==> src/rtl/dfr_pkg.sv <==
package dfr_pkg;

    localparam int BYTE_W = 8;

    typedef logic [BYTE_W-1:0] byte_t;

    typedef enum logic [2:0] {
        PH_HUNT,
        PH_ADDR,
        PH_LEN,
        PH_BODY,
        PH_CHECK
    } phase_t;

    typedef struct packed {
        logic  vld;
        byte_t val;
    } byte_evt_t;

    function automatic byte_t sum8(byte_t a, byte_t b);
        return a + b;
    endfunction

endpackage

==> src/rtl/sync_hunt.sv <==
module sync_hunt #(
    parameter int               WIN_W = 16,
    parameter logic [WIN_W-1:0] SYNC  = 16'h09AF
) (
    input  logic clk,
    input  logic rst,
    input  logic en,
    input  logic bit_vld,
    input  logic bit_in,
    output logic hit
);
    logic [WIN_W-1:0] win_q;
    logic [WIN_W-1:0] win_nx;

    assign win_nx = {win_q[WIN_W-2:0], bit_in};
    assign hit    = en && bit_vld && (win_nx == SYNC);

    always_ff @(posedge clk) begin
        if (rst || !en || hit) begin
            win_q <= '0;
        end else if (bit_vld) begin
            win_q <= win_nx;
        end
    end

    AST_WINDOW_HOLDS: assert property (@(posedge clk) disable iff (rst)
        (en && !bit_vld && !$past(rst)) |=> $stable(win_q));

endmodule

==> src/rtl/byte_packer.sv <==
module byte_packer
    import dfr_pkg::*;
(
    input  logic      clk,
    input  logic      rst,
    input  logic      en,
    input  logic      bit_vld,
    input  logic      bit_in,
    output byte_evt_t evt
);
    localparam int CNT_W = $clog2(BYTE_W);

    logic [CNT_W-1:0]  cnt_q;
    logic [BYTE_W-2:0] sh_q;
    logic              full;

    assign full    = (cnt_q == CNT_W'(BYTE_W - 1));
    assign evt.vld = en && bit_vld && full;
    assign evt.val = {sh_q, bit_in};

    always_ff @(posedge clk) begin
        if (rst || !en) begin
            cnt_q <= '0;
            sh_q  <= '0;
        end else if (bit_vld) begin
            sh_q  <= {sh_q[BYTE_W-3:0], bit_in};
            cnt_q <= full ? '0 : cnt_q + CNT_W'(1);
        end
    end

    AST_COUNT_ADVANCES: assert property (@(posedge clk) disable iff (rst)
        (en && bit_vld && !full) |=> (cnt_q == $past(cnt_q) + CNT_W'(1) || !en));

endmodule

==> src/rtl/frame_fsm.sv <==
module frame_fsm
    import dfr_pkg::*;
#(
    parameter int MAX_LEN = 64
) (
    input  logic      clk,
    input  logic      rst,
    input  logic      hit,
    input  byte_evt_t evt,
    input  byte_t     station_addr,
    output logic      hunting,
    output byte_t     byte_out,
    output logic      byte_vld,
    output logic      frame_done,
    output logic      addr_match,
    output logic      csum_err
);
    localparam int LEN_W = $clog2(MAX_LEN + 1);

    phase_t           ph_q;
    byte_t            sum_q;
    logic [LEN_W-1:0] left_q;

    assign hunting = (ph_q == PH_HUNT);

    always_ff @(posedge clk) begin
        if (rst) begin
            ph_q       <= PH_HUNT;
            sum_q      <= '0;
            left_q     <= '0;
            byte_out   <= '0;
            byte_vld   <= 1'b0;
            frame_done <= 1'b0;
            csum_err   <= 1'b0;
            addr_match <= 1'b0;
        end else begin
            byte_vld   <= 1'b0;
            frame_done <= 1'b0;
            csum_err   <= 1'b0;
            case (ph_q)
                PH_HUNT: begin
                    if (hit) begin
                        ph_q       <= PH_ADDR;
                        addr_match <= 1'b0;
                    end
                end
                PH_ADDR: begin
                    if (evt.vld) begin
                        sum_q      <= evt.val;
                        addr_match <= (evt.val == station_addr);
                        ph_q       <= PH_LEN;
                    end
                end
                PH_LEN: begin
                    if (evt.vld) begin
                        if (int'(evt.val) > MAX_LEN) begin
                            ph_q       <= PH_HUNT;
                            addr_match <= 1'b0;
                        end else begin
                            sum_q  <= sum8(sum_q, evt.val);
                            left_q <= LEN_W'(evt.val);
                            ph_q   <= (evt.val == '0) ? PH_CHECK : PH_BODY;
                        end
                    end
                end
                PH_BODY: begin
                    if (evt.vld) begin
                        sum_q  <= sum8(sum_q, evt.val);
                        left_q <= left_q - LEN_W'(1);
                        if (addr_match) begin
                            byte_out <= evt.val;
                            byte_vld <= 1'b1;
                        end
                        if (left_q == LEN_W'(1)) begin
                            ph_q <= PH_CHECK;
                        end
                    end
                end
                PH_CHECK: begin
                    if (evt.vld) begin
                        frame_done <= 1'b1;
                        csum_err   <= (evt.val != sum_q);
                        ph_q       <= PH_HUNT;
                    end
                end
                default: ph_q <= PH_HUNT;
            endcase
        end
    end

    AST_DONE_SINGLE: assert property (@(posedge clk) disable iff (rst)
        frame_done |=> !frame_done);
    AST_DONE_FROM_CHECK: assert property (@(posedge clk) disable iff (rst)
        frame_done |-> ($past(ph_q) == PH_CHECK));
    AST_ERR_AT_DONE: assert property (@(posedge clk) disable iff (rst)
        csum_err |-> frame_done);
    AST_BYTE_OWN_ADDR: assert property (@(posedge clk) disable iff (rst)
        byte_vld |-> addr_match);
    AST_LEN_BOUND: assert property (@(posedge clk) disable iff (rst)
        int'(left_q) <= MAX_LEN);
    AST_HUNT_WAITS: assert property (@(posedge clk) disable iff (rst)
        (hunting && !hit) |=> hunting);

endmodule

==> src/rtl/sync_frame_deframer.sv <==
module sync_frame_deframer
    import dfr_pkg::*;
#(
    parameter int               WIN_W     = 16,
    parameter logic [WIN_W-1:0] SYNC_WORD = 16'h09AF,
    parameter int               MAX_LEN   = 64
) (
    input  logic              clk,
    input  logic              rst,
    input  logic              bit_in,
    input  logic              bit_vld,
    input  logic [BYTE_W-1:0] station_addr,
    output logic [BYTE_W-1:0] byte_out,
    output logic              byte_vld,
    output logic              frame_done,
    output logic              addr_match,
    output logic              csum_err
);
    logic      hunting;
    logic      hit;
    byte_evt_t evt;

    sync_hunt #(
        .WIN_W (WIN_W),
        .SYNC  (SYNC_WORD)
    ) u_hunt (
        .clk     (clk),
        .rst     (rst),
        .en      (hunting),
        .bit_vld (bit_vld),
        .bit_in  (bit_in),
        .hit     (hit)
    );

    byte_packer u_pack (
        .clk     (clk),
        .rst     (rst),
        .en      (!hunting),
        .bit_vld (bit_vld),
        .bit_in  (bit_in),
        .evt     (evt)
    );

    frame_fsm #(
        .MAX_LEN (MAX_LEN)
    ) u_fsm (
        .clk          (clk),
        .rst          (rst),
        .hit          (hit),
        .evt          (evt),
        .station_addr (station_addr),
        .hunting      (hunting),
        .byte_out     (byte_out),
        .byte_vld     (byte_vld),
        .frame_done   (frame_done),
        .addr_match   (addr_match),
        .csum_err     (csum_err)
    );

endmodule

==> config.mk <==
export PLATFORM = sky130hd
export DESIGN_NAME = sync_frame_deframer
export DESIGN_NICKNAME = d
export VERILOG_FILES = /design/src/rtl/dfr_pkg.sv /design/src/rtl/sync_hunt.sv /design/src/rtl/byte_packer.sv /design/src/rtl/frame_fsm.sv /design/src/rtl/sync_frame_deframer.sv
export SDC_FILE = /design/constraint.sdc
export NUM_CORES = 1
export LEC_CHECK = 0
export CAP_MARGIN = 5
export CORE_MARGIN = 1
export CORE_UTILIZATION = 52
export CTS_CLUSTER_DIAMETER = 30
export DETAILED_ROUTE_END_ITERATION = 8
export GPL_ROUTABILITY_DRIVEN = 0
export PLACE_DENSITY = 0.73
export SLEW_MARGIN = 20
export SYNTH_ARGS = -nofsm -noshare
export SYNTH_HDL_FRONTEND = slang
export SYNTH_HIERARCHICAL = 1
export SYNTH_SLANG_ARGS = --single-unit
export TNS_END_PERCENT = 30
==> constraint.sdc <==
create_clock -name clk -period 3 [get_ports clk]
set_input_delay 0.6 -clock clk [delete_from_list [all_inputs] [get_ports clk]]
set_output_delay 0.6 -clock clk [all_outputs]
set_load 0.005 [all_outputs]
==> results of run 1 <==
sequential cells by signal (all words and copies together), names as in the netlist, 3 cells and up:
| name | flops |
|---|---|
| u_fsm/left_q | 7 |
| u_pack/sh_q | 7 |
| u_fsm/byte_out | 8 |
| u_fsm/ph_q | 3 |
| u_fsm/sum_q | 8 |
| u_pack/cnt_q | 3 |
| u_hunt/win_q | 15 |
metal layers:
layer  routed length [µm]  part of all wire, %  vias to the layer above  global-route usage, %
met4                   59                 0.92                        0                   6.23
met3                  259                  4.0                        7                   3.53
met2                 3000                   47                       45                   37.3
met1                 3110                   48                     1170                   30.6
met5                    0                    0                        -                      0
li1                     -                    -                     1249                      -
critical path: stages:
cell             delay (ps)
clkdlybuf4s50_1         470
or4b_4                  470
nor4_4                  270
and2_1                  180
mux2i_1                  70
a221o_1                 370
or3_1                   330
a21oi_1                 140
cell type report:
| cell class | count | area share (%) |
|---|---|---|
| timing repair buffer | 41 | 10.7 |
| inverter | 10 | 1.10 |
| multi-input combinational | 247 | 50.7 |
| sequential | 55 | 32.3 |
| clock buffer | 6 | 2.13 |
| clock inverter | 2 | 0.477 |
| tap | 72 | 2.64 |
metrics by stage:
stage                     total power [mW]  area (µm²)  std cells  setup slack (ps)  hold slack, ps
after floorplan                      0.789        2980        334               173             445
after global placement               0.813        3320        425              50.9             461
after detailed placement             0.814        3320        425              43.0             464
after CTS                             1.23        3410        433               343             482
after global routing                  1.26        3410        433               172             515
final                                 1.22        3410        433               359             483
power breakdown:
part           internal [mW]  switching [mW]  leakage [nW]
clock                  0.168           0.251        0.0418
combinational         0.0328          0.0310         0.785
sequential             0.731         0.00128         0.443
total                  0.932           0.283          1.27
placed cells by master (no fill, tap or decap), types with 5 or more instances in the layout:
cell             netlist  routed
nor2_1                44      44
buf_4                  3      18
nand2_1               20      20
o21ai_0               10      10
xor2_1                 7       7
nor3_1                 9       9
nand3_1                8       8
a211oi_1              14      14
nand2b_1               8       8
dfxtp_1               55      55
clkdlybuf4s50_1        0      23
ha_1                  11      11
nor4_1                 5       5
mux2i_1               36      36
inv_1                 10      10
a21oi_1               18      18
xnor2_1                5       5
clkbuf_8               0       5
kinds of logic (layout without fill, tap and decap cells):
family,Yosys count,after routing,synth area share [%]
adder cells (fa/ha/maj),12,12,5.30
XOR/XNOR,12,12,3.53
multiplexers,36,36,12.1
AND/OR/NAND/NOR,121,121,21.8
buffers and inverters,32,59,4.92
AO/OA/AOI/OAI,66,66,15.3
flip-flops,55,55,37.0
worst paths after layout:
check | start | endpoint | slack (ps) | cells after the start
worst max-delay path | bit_vld | u_fsm/ph_q[1] | 360 | 8
worst min-delay path | u_fsm/left_q[1] | u_fsm/left_q[1] | 480 | 2
worst max register to register | u_fsm/ph_q[0] | u_fsm/ph_q[1] | 360 | 8
worst min register to register | u_fsm/left_q[1] | u_fsm/left_q[1] | 480 | 2
==> results.md, run 1 <==
- Outcome: finished, final reports clean
- Multi-input gate area: ~1700 µm²
- Syn_nets: between 300 and 400
- Rows: 27
- CTS HTree Levels: 2
- Hold Buf Count CTS: 0
- Register area: 1100 µm²
- Synth area leaders: dfxtp_1 37%, mux2i_1 12%, nor2_1 5.6%
- Fin crit share: 88.0%
- Die W: between 70 and 80 µm
- Via/cell ratio: 5.71
- Total CTS buffers: 5
- Crit Path Max Fanout: 5
- Die Span Y: 77.6 µm
- Type of origin of the critical path: input pin
- Yosys top cell area share: 37.0%
- CTS tree: yes
- Ys Warns: 6
- Initial antenna violation count: 0
- Clk_skew: roughly 6.0 ps
- Post-CTS Repair Setup Buffers: 0
- #FFs+latches synth: between 50 and 60
- Worst-Skew Late Latency: 310 ps
- Grt ovf: 0
- Syn avg cell area: 8.91 µm²
- Antenna Violating Nets Remaining: 0
- Layout fillers: 494
- Post-Route Utilization: roughly three fifths
- DR DRC count: 0
- Async SR Flop Fraction: 0%
- DP HPWL: roughly 4.7 mm
- Final Hold Fails: 0
- First-pass GRT wire length: approximately 11 mm
- Netlist cell types: between 50 and 60
- PortBufs: 23
- Fmax: 379 MHz
- Pwr Density: ~360 nW/µm²
- Post-synth EDFFs: 0
- Number of global-route vias before repair: 2287
- Worst vdd ir: approximately 0.27 mV
- Crit end category: register
- Top Ports: 24
- Die area: 6030 µm²
- Root Buffer: clkbuf_8
- Clock Sinks: 55
- Final setup viols: 0
- DR WL/cell: roughly 15 µm
- Clock buffer depth: 2
- Total global-route track usage: 22.6%
- Synthesized instance count: roughly 330
- Initial DRC Count: 151
- Leak: 1.27 nW
- Worst-margin pin slew: between 500 and 600 ps
- Clock slew at reported path FFs: about 100 ps
- Nets@finish: approximately 380
- Final setup TNS: 0 ps
- Ys flop type: dfxtp_1
- Max-Cap Viols: 0
- Vias: between 2000 and 2500
- Critical path arrival: a little under 3000 ps
- Hold Crit Class: register to register
- Post-Syn Area: between 2000 and 3000 µm²
- Post-synth top cells: 55 x dfxtp_1, 44 x nor2_1, 36 x mux2i_1, 20 x nand2_1, 18 x a21oi_1
- Max Slew Vio Count: 0
- Starting Density: ~54%
- Most frequent cell after synthesis: dfxtp_1
- Period minus WS final: about 2600 ps
- Layout cell share with drive strength beyond 1: under 10%
- WS Path Type: input pin to register
- # diodes: 0
- Final wirelength: around 6.4 mm
- First-pass DRT Iterations: 4
- Max_slew headroom: about 63%
- Sequential fraction of the synthesis area: 37.0%
- Area leader, netlist: dfxtp_1
- Largest net degree at the start of global routing: 28
- Critical Path RT: between 3000 and 4000 ps
- RSZ-0062 raised after global routing: false
- Post-CTS sizing: 0
- Core Area: around 5500 µm²
- Area delta synth->final: 14.6%
No activity file was read; power rests on OpenSTA's default activity.
==> inputs of run 2 (changes only) <==
- CORE_UTILIZATION: 52 -> 60
- PLACE_DENSITY: 0.73 -> 0.8
- clock period: 3 -> 3.4 ns (I/O delays scaled with it)
==> results.md, run 2 (synthesis results as in run 1) <==
- Outcome: finished, final reports clean
- Antenna Violating Nets Remaining: 0
- Die Span Y: around 72 µm
- Post-CTS sizing: 0
- Max reg flops: 15
- Critical hold path startpoint: u_fsm/left_q[1]
- Worst vdd ir: ~0.24 mV
- Comb power frac: under 10%
- Reg power frac: a little under three fifths
- WS Path Type: register to register
- Worst-margin pin slew: 1000 ps
- Int Pwr: around 0.92 mW
- Starting Density: 62.6%
- Max-Cap Viols: 0
- Initial antenna violation count: 0
- Leak: approximately 1.2 nW
- DR DRC count: 0
- First-pass DRT Iterations: 4
- Final setup viols: 0
- Reg2reg path depth: 8
- Cell depth of the worst hold path: 2
- Crit end category: register
- Layout fillers: 386
- Top Ports: 24
- Number of global-route vias before repair: 2272
- Top Registers: u_hunt/win_q (15), u_fsm/byte_out (8), u_fsm/sum_q (8)
- Hold Crit Class: register to register
- Clock slew at reported path FFs: about 100 ps
- Max Slew Vio Count: 0
- PortBufs: 23
- WP buf/inv: 0
- # diodes: 0
- First-pass GRT wire length: between 10 and 15 mm
- Clk_skew: approximately 7 ps
- Nets@finish: between 300 and 400
- DP HPWL: 4.45 mm
- Commonest cells after routing, fill and taps aside: 55 x dfxtp_1, 44 x nor2_1, 36 x mux2i_1, 23 x clkdlybuf4s50_1, 20 x nand2_1
- Largest net degree at the start of global routing: 28
- Final setup TNS: 0 ps
- Initial DRC Count: 182
- Vias: between 2000 and 2500
- Core Area: 4750 µm²
- Post-CTS Repair Setup Buffers: 0
- Critical Path RT: around 3600 ps
- Via/cell ratio: between 5 and 6
- Most common cell after layout, fill and taps aside: dfxtp_1
- CTS HTree Levels: 2
- Pwr Density: 346 nW/µm²
- RSZ-0062 raised after global routing: false
- Critical path arrival: ~3000 ps
- Worst slack at placement: 328 ps
- Clock Power Share: just under 40%
- Critical R2R Capture: u_fsm/ph_q[1]
- Slowest-stage cell, CP: or4bb_1
- CTS tree: yes
- Fmax: approximately 350 MHz
- Root Buffer: clkbuf_8
- Total CTS buffers: 5
- Crit-path leading delay family: simple AND/OR/NAND/NOR gates
- Sw frac: approximately a fifth
- Crit path cell chain: nor3_1 > or4bb_1 > nor4_4 > and2_1 > mux2i_1 > a221o_1 > or3_1 > a21oi_1
- Die area: 5240 µm²
- Reg with most FFs: u_hunt/win_q
- Smallest hold slack: just under 500 ps
- Min setup slack post-route: about 570 ps
- Type of origin of the critical path: register
- Fin crit share: between 80% and 90%
- Min-Delay Endpoint: u_fsm/left_q[1]
- Period minus WS final: ~2800 ps
- CP max stage delay: 580 ps
- DR WL/cell: around 15 µm
- Max_slew headroom: between 30% and 40%
- Final wirelength: approximately 6.4 mm
- Clock buffer depth: 2
- Hold Buf Count CTS: 0
- R2R Path Start: u_fsm/ph_q[0]
- Rows: 25
- Layout cell share with drive strength beyond 1: 6.55%
- Grt ovf: 0
- Final Hold Fails: 0
- Clock Sinks: 55
- Crit Path Max Fanout: 15
- Switching pwr: 0.247 mW
- Worst setup path startpoint: u_fsm/ph_q[0]
- Worst-Skew Late Latency: between 300 and 400 ps
- Total global-route track usage: 26.2%
- Area delta synth->final: 13.0%
- Die W: 72.4 µm
- Internal reg-to-reg setup slack: 570 ps
==> run 2: how the worst max path moves through the flow <==
stage | end | slack (ps) | cells after the start
after floorplan | u_fsm/ph_q[1] | 570 | 9
after global placement | u_fsm/ph_q[1] | 320 | 8
after detailed placement | u_fsm/ph_q[1] | 330 | 8
after CTS | u_fsm/ph_q[1] | 590 | 8
after global routing | u_fsm/ph_q[1] | 330 | 8
final | u_fsm/ph_q[1] | 570 | 8
==> run 2: layout make-up <==
class,count,area [µm²],area share (%)
Clock buffer,6,82.6,2.46
Timing Repair Buffer,31,290,8.63
Tap cell,67,83.8,2.49
Sequential cell,55,1100,32.8
Multi-Input combinational cell,247,1730,51.4
Clock inverter,2,38.8,1.15
Inverter,10,37.5,1.12
==> run 2: routing by layer <==
metal | routed length [µm] | up-vias | GRT usage, % | share of wire (%)
met3 | 204 | 5 | 4.72 | 3.2
li1 | - | 1235 | - | -
met5 | 0 | - | 0 | 0
met1 | 3010 | 1177 | 35.6 | 47
met2 | 3140 | 42 | 42.7 | 49
met4 | 70 | 0 | 7.63 | 1.1
==> run 2: stage by stage <==
stage                     instances  total power [mW]  cell area [µm²]  util [%]
after floorplan                 334             0.696             2980         -
after global placement          410             0.714             3240      68.2
after detailed placement        410             0.715             3240      68.2
after CTS                       418              1.17             3360      70.7
after global routing            418              1.20             3360      70.7
final                           418              1.16             3360      70.7
==> run 2: power groups by stage <==
stage	Clock [mW]	Sequential, mW	Combinational [mW]
final	0.462	0.646	0.0540
after global routing	0.493	0.647	0.0578
after CTS	0.474	0.646	0.0539
after detailed placement	0	0.661	0.0539
after global placement	0	0.661	0.0534
after floorplan	0	0.661	0.0349
==> run 2: worst reg2reg max path: stages, from the launching register on <==
cell and delay, ps:
dfxtp_1 470, nor3_1 390, or4bb_1 580, nor4_4 240, and2_1 180, mux2i_1 70, a221o_1 370, or3_1 320
a21oi_1 140
==> inputs of run 3 (changes only) <==
- CORE_UTILIZATION: 60 -> 58
- PLACE_DENSITY: 0.8 -> 0.78
- clock period: 3.4 -> 2.9 ns (I/O delays scaled with it)
==> results.md, run 3 (synthesis results as in run 1) <==
- Design area: 3440 µm²
- Crit end category: register
- Crit path cell chain: nor3_1 > or4bb_1 > nor4_4 > and2_1 > mux2i_1 > a221o_1 > or3_1 > a21oi_1
- Crit-path leading delay family: simple AND/OR/NAND/NOR gates
- Slowest-stage cell, CP: or4bb_1
- Outcome: finished, final reports clean
- Total CTS buffers: 5
- DR DRC count: 0
- Initial antenna violation count: 0
- Area delta synth->final: 15.8%
- Type of origin of the critical path: register
- # diodes: 0
- Die W: 73.6 µm
- Clock Sinks: 55
- Total global-route track usage: 26.4%
- Die Span Y: between 70 and 80 µm
- Inst Count DP: ~420
- DP Area: 3340 µm²
- Top Registers: u_hunt/win_q (15), u_fsm/byte_out (8), u_fsm/sum_q (8)
- Via/cell ratio: slightly below 6
- Leak: 1.30 nW
- First-pass DRT Iterations: 5
- CP max stage delay: between 500 and 600 ps
- Nets@finish: about 390
- WP buf/inv: 0
- Multi-input gate area: 1730 µm²
- Crit Path Max Fanout: 5
- Core Area: 4820 µm²
- Layout cell share with drive strength beyond 1: 9.64%
- DP HPWL: 4.71 mm
- Initial DRC Count: around 190
- Vias: ~2500
- Max-Cap Viols: 0
- DR WL/cell: ~15 µm
- Reg with most FFs: u_hunt/win_q
- Clock slew at reported path FFs: roughly 100 ps
- Max Slew Vio Count: 0
- Clk_skew: 7.03 ps
- Critical Path RT: approximately 3200 ps
- Largest net degree at the start of global routing: 28
- Starting Density: 61.8%
- Worst-margin pin slew: about 940 ps
- Layout Cells excl Fill: between 400 and 500
- PortBufs: 23
- Period minus WS final: 2720 ps
- Post-CTS sizing: 0
- Root Buffer: clkbuf_8
- Hold Crit Class: register to register
- Register area: about 1100 µm²
- Top Ports: 24
- RSZ-0062 raised after global routing: false
- Max reg flops: 15
- Antenna Violating Nets Remaining: 0
- Critical path arrival: 2960 ps
- Number of global-route vias before repair: around 2300
- Post-Route Utilization: 71.5%
- Worst vdd ir: roughly 0.23 mV
- Rows: 25
- CTS tree: yes
- Commonest cells after routing, fill and taps aside: 55 x dfxtp_1, 44 x nor2_1, 36 x mux2i_1, 23 x clkdlybuf4s50_1, 21 x buf_4
- Die area: 5420 µm²
- Max_slew headroom: about 36%
- Worst-Skew Late Latency: around 300 ps
- Fmax: 368 MHz
- Final wirelength: ~6.6 mm
- Grt ovf: 0
- Pwr Density: around 380 nW/µm²
- Final setup viols: 0
- Most common cell after layout, fill and taps aside: dfxtp_1
- Post-CTS Repair Setup Buffers: 0
- Layout fillers: roughly 390
- Final Hold Fails: 0
- Hold Buf Count CTS: 0
- WS Path Type: register to register
- CTS HTree Levels: 2
- Fin crit share: 93.7%
- First-pass GRT wire length: about 11 mm
- Clock buffer depth: 2
==> run 3: final timing paths <==
check | start | to | slack, ps | depth (start not counted)
min | u_fsm/left_q[1] | u_fsm/left_q[1] | 490 | 2
min reg2reg | u_fsm/left_q[1] | u_fsm/left_q[1] | 490 | 2
max | u_fsm/ph_q[0] | u_fsm/ph_q[1] | 180 | 8
max reg2reg | u_fsm/ph_q[0] | u_fsm/ph_q[1] | 180 | 8
==> run 3: final cells by class <==
type	instances	share of cell area [%]
clock buffer	5	2.00
clock inverter	2	1.09
inverter	10	1.09
multi-input combinational	247	50.2
sequential	55	32.0
tap	67	2.43
timing repair buffer	44	11.3
==> run 3: power by group <==
group | leakage, nW | total (mW) | switching [mW] | internal (mW)
Clock | 0.0502 | 0.493 | 0.240 | 0.253
Combinational | 0.802 | 0.0684 | 0.0344 | 0.0340
Sequential | 0.443 | 0.757 | 0.00123 | 0.756
==> run 3: per-stage QoR <==
step	TNS, ps	setup WS [ps]	hold WS (ps)	total power, mW
6_report	0	182	487	1.32
4_1_cts	0	175	487	1.33
3_5_place_dp	-224	-109	472	0.843
3_3_place_gp	-104	-78.3	461	0.842
2_1_floorplan	0	73.0	445	0.816
5_1_grt	0	61.6	516	1.37
==> run 3: worst reg2reg max path, cell delays in order (launching register included) <==
cell and delay, ps:
dfxtp_1 320, nor3_1 420, or4bb_1 590, nor4_4 240, and2_1 180, mux2i_1 70, a221o_1 370, or3_1 320
a21oi_1 130
==> run 3: metal layers <==
metal / wire length, µm / global-route usage (%) / vias up
li1: - / - / 1259
met4: 103 / 9.40 / 0
met5: 0 / 0 / -
met1: 3100 / 34.5 / 1171
met3: 257 / 2.88 / 11
met2: 3170 / 45.0 / 69
